`src/rtl/vmi_pkg.sv`:
```
package vmi_pkg;
    localparam int INSN_W = 32;
    localparam int REG_W  = 128;
    localparam int HALF_W = 64;
    localparam int IMM_W  = 8;
    localparam int IDX_W  = 5;
    localparam int MODE_W = 4;
    localparam int NHALF  = REG_W / HALF_W;
    localparam int NBYTE  = HALF_W / IMM_W;

    typedef enum logic [1:0] {
        ALU_MOV = 2'd0,
        ALU_ORR = 2'd1,
        ALU_BIC = 2'd2
    } alu_op_e;

    typedef struct packed {
        logic [IDX_W-1:0]  rd;
        logic [MODE_W-1:0] mode;
        logic              op;
        logic              wide;
        logic [IMM_W-1:0]  imm;
        logic              match;
    } fields_t;

    typedef struct packed {
        logic              en;
        logic              illegal;
        logic [IDX_W-1:0]  idx;
        logic [REG_W-1:0]  data;
    } wb_t;

    function automatic logic [HALF_W-1:0] rep32(input logic [31:0] lane);
        return {lane, lane};
    endfunction

    function automatic logic [HALF_W-1:0] rep16(input logic [15:0] lane);
        return {lane, lane, lane, lane};
    endfunction
endpackage

```
`src/rtl/vmi_decode.sv`:
```
module vmi_decode
    import vmi_pkg::*;
(
    input  logic [INSN_W-1:0] insn,
    output fields_t           fld
);
    logic unused_bits;
    assign unused_bits = ^insn[28:24];

    always_comb begin
        fld.rd    = insn[4:0];
        fld.mode  = insn[15:12];
        fld.op    = insn[29];
        fld.wide  = insn[30];
        fld.imm   = {insn[18:16], insn[9:5]};
        fld.match = !insn[31] && (insn[23:19] == 5'b0) && (insn[11:10] == 2'b01);
    end
endmodule

```
`src/rtl/vmi_expand.sv`:
```
module vmi_expand
    import vmi_pkg::*;
(
    input  fields_t           fld,
    output logic [HALF_W-1:0] pattern,
    output alu_op_e           alu_op,
    output logic              bad
);
    logic [HALF_W-1:0] bytemask;
    logic [HALF_W-1:0] raw;
    logic [31:0]       single;
    logic [HALF_W-1:0] dbl;
    logic              inv;
    logic a, b;

    for (genvar g = 0; g < NBYTE; g++) begin : g_bytemask
        assign bytemask[g*IMM_W +: IMM_W] = {IMM_W{fld.imm[g]}};
    end

    assign a      = fld.imm[7];
    assign b      = fld.imm[6];
    assign single = {a, ~b, {5{b}}, fld.imm[5:0], 19'b0};
    assign dbl    = {a, ~b, {8{b}}, fld.imm[5:0], 48'b0};

    always_comb begin
        raw    = '0;
        inv    = 1'b0;
        bad    = 1'b0;
        alu_op = ALU_MOV;
        case (fld.mode[3:1])
            3'd0, 3'd1, 3'd2, 3'd3: begin
                raw = rep32(32'(fld.imm) << {fld.mode[2:1], 3'b000});
                if (fld.mode[0]) alu_op = fld.op ? ALU_BIC : ALU_ORR;
                else             inv    = fld.op;
            end
            3'd4, 3'd5: begin
                raw = rep16(16'(fld.imm) << {fld.mode[1], 3'b000});
                if (fld.mode[0]) alu_op = fld.op ? ALU_BIC : ALU_ORR;
                else             inv    = fld.op;
            end
            3'd6: begin
                raw = fld.mode[0] ? rep32({8'b0, fld.imm, 16'hffff})
                                  : rep32({16'b0, fld.imm, 8'hff});
                inv = fld.op;
            end
            default: begin
                if (!fld.mode[0]) begin
                    raw = fld.op ? bytemask : {NBYTE{fld.imm}};
                end else begin
                    raw = fld.op ? dbl : rep32(single);
                    bad = fld.op && !fld.wide;
                end
            end
        endcase
        pattern = inv ? ~raw : raw;
    end
endmodule

```
`src/rtl/vmi_alu.sv`:
```
module vmi_alu
    import vmi_pkg::*;
(
    input  logic [REG_W-1:0]  dst,
    input  logic [HALF_W-1:0] pattern,
    input  alu_op_e           alu_op,
    input  logic              wide,
    output logic [REG_W-1:0]  result
);
    for (genvar h = 0; h < NHALF; h++) begin : g_half
        logic [HALF_W-1:0] cur;
        logic [HALF_W-1:0] nxt;
        assign cur = dst[h*HALF_W +: HALF_W];
        always_comb begin
            case (alu_op)
                ALU_ORR: nxt = cur | pattern;
                ALU_BIC: nxt = cur & ~pattern;
                default: nxt = pattern;
            endcase
            if (h != 0 && !wide) nxt = '0;
        end
        assign result[h*HALF_W +: HALF_W] = nxt;
    end
endmodule

```
`src/rtl/vmi_exec_unit.sv`:
```
module vmi_exec_unit
    import vmi_pkg::*;
(
    input  logic              clk,
    input  logic              rst,
    input  logic              in_valid,
    input  logic [INSN_W-1:0] in_insn,
    output logic [IDX_W-1:0]  rf_rd_idx,
    input  logic [REG_W-1:0]  rf_rd_data,
    output logic              wb_en,
    output logic [IDX_W-1:0]  wb_idx,
    output logic [REG_W-1:0]  wb_data,
    output logic              wb_illegal
);
    fields_t           fld;
    logic [HALF_W-1:0] pattern;
    alu_op_e           alu_op;
    logic              bad;
    logic [REG_W-1:0]  result;
    wb_t               wb_q;

    vmi_decode u_dec (.insn(in_insn), .fld(fld));
    vmi_expand u_exp (.fld(fld), .pattern(pattern), .alu_op(alu_op), .bad(bad));
    vmi_alu    u_alu (.dst(rf_rd_data), .pattern(pattern), .alu_op(alu_op),
                      .wide(fld.wide), .result(result));

    assign rf_rd_idx = fld.rd;

    always_ff @(posedge clk) begin
        if (rst) begin
            wb_q <= '0;
        end else begin
            wb_q.en      <= in_valid && fld.match && !bad;
            wb_q.illegal <= in_valid && (!fld.match || bad);
            if (in_valid) begin
                wb_q.idx  <= fld.rd;
                wb_q.data <= result;
            end
        end
    end

    assign wb_en      = wb_q.en;
    assign wb_illegal = wb_q.illegal;
    assign wb_idx     = wb_q.idx;
    assign wb_data    = wb_q.data;

    a_r11_en_needs_valid: assert property (@(posedge clk) disable iff (rst)
        wb_en |-> $past(in_valid));
    a_r2_no_write_when_illegal: assert property (@(posedge clk) disable iff (rst)
        !(wb_en && wb_illegal));
    a_r1_index_follows_word: assert property (@(posedge clk) disable iff (rst)
        wb_en |-> (wb_idx == $past(in_insn[4:0])));
    a_r2_mismatch_flags: assert property (@(posedge clk) disable iff (rst)
        (in_valid && (in_insn[31] || in_insn[23:19] != 5'b0 || in_insn[11:10] != 2'b01))
        |=> (wb_illegal && !wb_en));
    a_r9_double_narrow_illegal: assert property (@(posedge clk) disable iff (rst)
        (in_valid && fld.match && in_insn[15:12] == 4'hf && in_insn[29] && !in_insn[30])
        |=> wb_illegal);
    a_r10_upper_cleared: assert property (@(posedge clk) disable iff (rst)
        (wb_en && !$past(in_insn[30])) |-> (wb_data[127:64] == 64'b0));
endmodule

```
`config.mk`:
```
export PLATFORM = sky130hd
export DESIGN_NAME = vmi_exec_unit
export DESIGN_NICKNAME = d
export VERILOG_FILES = /design/src/rtl/vmi_pkg.sv /design/src/rtl/vmi_decode.sv /design/src/rtl/vmi_expand.sv /design/src/rtl/vmi_alu.sv /design/src/rtl/vmi_exec_unit.sv
export SDC_FILE = /design/constraint.sdc
export NUM_CORES = 1
export LEC_CHECK = 0
export BUFFER_PORTS_ARGS = -buffer_cell sky130_fd_sc_hd__buf_2
export CORE_AREA = 2 2 145 147
export DETAILED_ROUTE_END_ITERATION = 16
export DIE_AREA = 0 0 147 149
export PLACE_DENSITY = 0.88
export REMOVE_ABC_BUFFERS = 1
export SLEW_MARGIN = 20
export SYNTH_ARGS = -nofsm -noshare
export SYNTH_HDL_FRONTEND = slang
export SYNTH_HIERARCHICAL = 1
export SYNTH_SLANG_ARGS = --single-unit
```
`constraint.sdc`:
```
create_clock -name clk -period 3.4 [get_ports clk]
set_input_delay 0.68 -clock clk [delete_from_list [all_inputs] [get_ports clk]]
set_output_delay 0.68 -clock clk [all_outputs]
set_load 0.01 [all_outputs]
```
======== Word-level counts from Yosys, hierarchy flattened ========
Index checks and enable logic that the tools add are counted.
operators by class
  eq/ne operators ......................... 9
  shift-type cells ........................ 2
  multiplexer cells ....................... 16
  bitwise logic cells ..................... 7
  reductions and logical operators ........ 17
operators by type and width
  kind                                            count
  one-hot mux 64 bit (2 select lines)             2
  one-hot mux 64 bit (3 select lines)             1
  bitwise AND 64 bit                              2
  2-to-1 mux 64 bit                               2
  inverter 64 bit                                 2
  OR 64 bit                                       2
  2-to-1 mux 63 bit                               2
  2-to-1 mux 57 bit                               1
  2-to-1 mux 56 bit                               1
  << shifter 8 x 5 -> 32 bit                      1
  << shifter 8 x 4 -> 16 bit                      1
  == test 3 bit (second input constant)           3
  OR reduction 7 bit                              1
  == test 3 x 2 -> 1 bit (second input constant)  2
  logical AND 1 bit                               6
  2-to-1 mux 2 bit                                3
  OR reduction 6 bit                              1
  zero test 5 bit                                 1
  == test 2 x 1 -> 1 bit (second input constant)  2
  zero test 1 bit                                 4
  OR reduction 4 bit                              1
  == test 3 x 1 -> 1 bit (second input constant)  1
  zero test 3 bit                                 1
  2-to-1 mux 1 bit                                3
  other kinds (5)                                 5
storage, ports and cells
  register bits ........................... 135
  bits of input ports ..................... 163
  output and inout bits ................... 140
  word-level logic and storage cells ...... 55

======== Longest topological paths before layout ========
  depth in word-level cells ............... 10
  depth in mapped cells ................... 13
  mapped depth without buffers ............ 8

======== Modules after synthesis ========
Netlist, hierarchy kept.
modules (own cells, without submodules)
  module         instances  cells each  area an instance (um^2)  seq. area each (um^2)
  vmi_exec_unit  1          434         4774.6                   2702.6
  vmi_alu        1          439         3233.1                   0.0
  vmi_expand     1          469         2648.8                   0.0
  vmi_decode     1          22          162.7                    0.0

======== Worst setup path before layout ========
OpenSTA, ideal clock, no wires.
  path kind ............................... input -> register
  from .................................... input in_insn[29]
  to ...................................... register wb_q (netlist bit wb_data[72])
  setup time .............................. 0.128 ns
  arrival ................................. 2.721 ns
  data required time ...................... 3.272 ns
  path slack .............................. 0.552 ns
  cell stages on the path ................. 13
  path buffers ............................ 6
  cell sequence ........................... buf_4 > buf_2 > buf_2 > buf_2 > nor2_1 > inv_1 > ha_1 > or2_1 > buf_6 > buf_6 > o221a_1 > mux2i_1 > nor2_1
between the ends
  elaborated cells between the ends (all ways) .. 17
  those cells by class .................... eq/ne: 2; mux: 11; bitwise: 4
RTL lines
  item                                                            line                                RTL
  start: declaration                                              vmi_exec_unit.sv:7                  input logic [INSN_W-1:0] in_insn,
  2-to-1 mux 2 bit (*) (2 in a row)                               vmi_expand.sv:33, vmi_expand.sv:38
  2-to-1 mux 2 bit (*)                                            n/a
  named net alu_op[0]                                             vmi_exec_unit.sv:17                 alu_op_e alu_op;
  == test 2 bit / == test 2 x 1 -> 1 bit (equally long branches)  vmi_alu.sv:15                       case (alu_op)
  one-hot mux 64 bit (2 select lines) (*)                         vmi_alu.sv:15
  2-to-1 mux 64 bit (*)                                           vmi_alu.sv:20                       if (h != 0 && !wide) nxt = '0;
  named net result[72]                                            vmi_exec_unit.sv:19                 logic [REG_W-1:0] result;
  end: declaration                                                vmi_exec_unit.sv:20                 wb_t wb_q;
Mark *: on every way through the listed nets, which the timed path passes. The rest lies on a longest branch.
A chain may end at the register's enable or synchronous reset.

======== Worst setup path after layout ========
  from .................................... input in_insn[12]
  to ...................................... register wb_q (netlist bit wb_data[96])
between the ends
  elaborated cells between the ends (all ways) .. 15
  those cells by class .................... eq/ne: 2; mux: 9; bitwise: 4
RTL lines
  item                                                            line
  2-to-1 mux 2 bit (*)                                            vmi_expand.sv:33, vmi_expand.sv:38
  2-to-1 mux 2 bit (*)                                            n/a
  named net alu_op[1]                                             vmi_exec_unit.sv:17
  == test 2 bit / == test 2 x 1 -> 1 bit (equally long branches)  vmi_alu.sv:15
  one-hot mux 64 bit (2 select lines) (*)                         vmi_alu.sv:15
  2-to-1 mux 64 bit (*)                                           vmi_alu.sv:20
  named net result[96]                                            vmi_exec_unit.sv:19
Marks and branches as above.

==> metrics.md <==
| Metric | Value |
|---|---|
| Status | `finished, final reports clean` |
| Largest net degree at the start of global routing | `74` |
| First-pass GRT wire length | `54,600 µm` |
| EDFF count, synth | `0` |
| Hold path depth | `2` |
| Synth area leader | `dfxtp_1` |
| Final RePlAce weighted congestion | `0.943` |
| Grt ovf | `0` |
| CTS Root Cell | `clkbuf_16` |
| WP data arrival | `3.12 ns` |
| Worst hold path type | `flip-flop to flip-flop` |
| Crit-path max FO | `63` |
| Worst reg2reg path endpoint | `wb_data[11]` |
| # resized after CTS | `0` |
| # diodes | `0` |
| Clk sinks | `135` |
| Num CTS Buffers | `17` |
| Hold Path Sink | `wb_idx[1]` |
| Main synth FF type | `dfxtp_1` |
| #FFs+latches synth | `135` |
| Post-CTS Setup Bufs | `0` |
| Worst Skew | `0 ns` |
| Worst Max-Slew Pin Slew | `0.828 ns` |
| Cells after Synth | `1,364` |
| Register area share after synthesis | `0.250` |
| Hold slack | `0.489 ns` |
| Worst Slack Setup Final | `0.572 ns` |
| Max Cap Violations | `0` |
| I/O pin count | `303` |
| Worst-Skew Late Latency | `0.42 ns` |
| Final Max Slew Viols | `0` |
| # hold bufs at CTS | `0` |
| Avg Inst Size Synth | `7.93 µm²` |
| RSZ-0062 raised after global routing | `no` |
| R2R Path Start | `wb_data[11]` |
| Die Span Y | `149 µm` |
| Netlist cell types | `69` |
| CTS tree | `done` |
| Die width | `147 µm` |
| Worst setup EP type | `flip-flop` |
| Drt initial violations | `1,122` |
| Min Tclk post-route | `2.83 ns` |
| Drt drc | `0` |
| CTS H-tree lvls | `4` |
| Mapped cell area | `10,800 µm²` |
| Vias | `11,200` |
| PortBufs | `297` |
| Power Density | `423 nW/µm²` |
| Final HPWL DP | `23,800 µm` |
| Slew HR | `0.448` |
| CP Class | `primary input to flip-flop` |
| Ys Warns | `6` |
| R2R depth | `2` |
| Final hold viol count | `0` |
| Setup_tns | `0 ns` |
| Total Routing Usage GR | `0.306` |
| Total die area | `21,900 µm²` |
| Hold Crit Start | `wb_idx[1]` |
| Initial antenna violation count | `1` |
| Critical Path RT | `3.69 ns` |
| Vias in the first global route | `10,900` |
| Setup crit start kind | `primary input` |
| Initial core utilization | `0.526` |
| Static leakage | `5.86 nW` |
| Max clock buf depth | `2` |
| Row cnt | `53` |
| Core box area | `20,600 µm²` |
| Synth top area cells | `dfxtp_1 25%, mux2i_1 12%, nor2b_1 11%, o221a_1 6.2%, nor2_1 5.8%` |
| Antenna-violating nets left | `0` |
| Synth-to-layout area growth | `19.1%` |
| Period utilization | `0.832` |
| Ys async rst share | `0` |
| Peak Freq | `354 MHz` |
| Share of layout cells above drive strength 1 | `0.252` |
| WL/cell | `18.7 µm` |
| Final setup viols | `0` |
| Drt total wl | `34,700 µm` |
| DP Worst Slack | `0.182 ns` |
| Drt pass-1 iters | `7` |
| Peak VDD IR | `0.000289 V` |
| Reg2reg setup slack | `2.72 ns` |
| Vias per std cell | `6.06` |
| Share of the synthesized area in the top cell type | `0.250` |
| Clock slew at reported path FFs | `0.06 ns` |
| Layout Nets | `1,735` |
-- cell usage after synthesis (13+ instances only) --
cell	count
nand2_1	49
o221a_1	60
nor2b_1	194
buf_2	49
nor2_1	168
a21oi_1	91
a2bb2oi_1	64
clkbuf_1	51
buf_4	39
nand2b_1	73
o211ai_1	13
mux2i_1	135
o21ai_0	62
dfxtp_1	135
-- per-stage QoR --
stage | instance area, µm² | utilization | total power, mW | instances
global placement | 12200 | 0.595 | 3.28 | 1825
finish | 12900 | 0.627 | 5.46 | 1855
CTS | 12900 | 0.627 | 5.46 | 1855
detailed placement | 12200 | 0.595 | 3.34 | 1825
global route | 12900 | 0.627 | 5.67 | 1855
floorplan | 9880 | - | 2.68 | 1207
-- cells by family (layout without fill, tap and decap cells) --
logic type,count (synthesis),after routing,synth area share
AND/OR/NAND/NOR,550,550,0.270
AO/OA/AOI/OAI,365,365,0.254
buffers and inverters,169,385,0.0907
multiplexers,137,137,0.127
flip-flops,135,135,0.250
XOR/XNOR,5,5,0.00474
adder cells (fa/ha/maj),3,3,0.00347
-- routing by layer --
layer | GRT usage | vias up | part of all wire
met5 | 0 | - | 0.00037
met4 | 0.119 | 2 | 0.026
met1 | 0.387 | 5335 | 0.42
li1 | - | 5235 | -
met2 | 0.522 | 597 | 0.48
met3 | 0.0544 | 76 | 0.080
-- sequential cells by signal, summed over array words and instances (netlist names) --
register and cells:
wb_illegal 1, wb_data 128, wb_en 1, wb_idx 5
-- cell usage in the layout (no fill, tap or decap), types with 5 or more instances in the layout --
cell type  netlist  layout
mux2i_1        135     135
and2b_1          5       5
buf_12           0      11
nand3_1         11      11
buf_2           49     295
or2b_1          12      12
clkbuf_16        0      17
a2bb2oi_1       64      64
nand2b_1        73      73
dfxtp_1        135     135
o22ai_1          6       6
a21oi_1         91      91
a31oi_1          5       5
inv_1           12      12
a21o_1           5       5
bufinv_16        0       6
nand3b_1         5       5
o221a_1         60      60
nand2_1         49      49
o21ai_0         62      62
a221oi_1        10      10
o31ai_1          6       6
o211ai_1        13      13
nor3_1           9       9
buf_4           39      36
a211oi_1         5       5
nor2_1         168     168
nor2b_1        194     194
-- report_power, final --
group | switching, mW | leakage, nW | internal (mW)
registers | 0.0578 | 1.10 | 1.69
logic | 0.891 | 4.45 | 0.690
clock network | 0.739 | 0.314 | 1.39
total | 1.69 | 5.86 | 3.77
-- final cells by class --
class                           count  area, µm²
Timing Repair Buffer              343       1980
Clock buffer                       18        439
Fill cell                        1752       7670
Tap cell                          275        344
Clock inverter                     12        225
Multi-Input combinational cell   1060       7160
Inverter                           12       45.0
Sequential cell                   135       2700
-- worst max-delay path by stage --
stage / start / to / slack [ns] / cells past startpoint
after floorplan: in_insn[12] / wb_data[127] / -1.65 / 8
after global placement: in_insn[12] / wb_data[127] / 0.30 / 10
after detailed placement: in_insn[12] / wb_data[96] / 0.18 / 10
after CTS: in_insn[12] / wb_data[72] / 0.62 / 10
after global routing: in_insn[29] / wb_data[112] / 0.45 / 10
final: in_insn[12] / wb_data[96] / 0.57 / 10
-- critical path, cell delays in order --
cell,delay (ns)
buf_2,0.14
a21bo_2,0.32
nor2_1,0.28
inv_1,0.09
ha_1,0.26
or2_2,0.32
buf_4,0.32
o221a_1,0.39
mux2i_1,0.16
nor2_1,0.06
(Power assumes the default switching activity.)
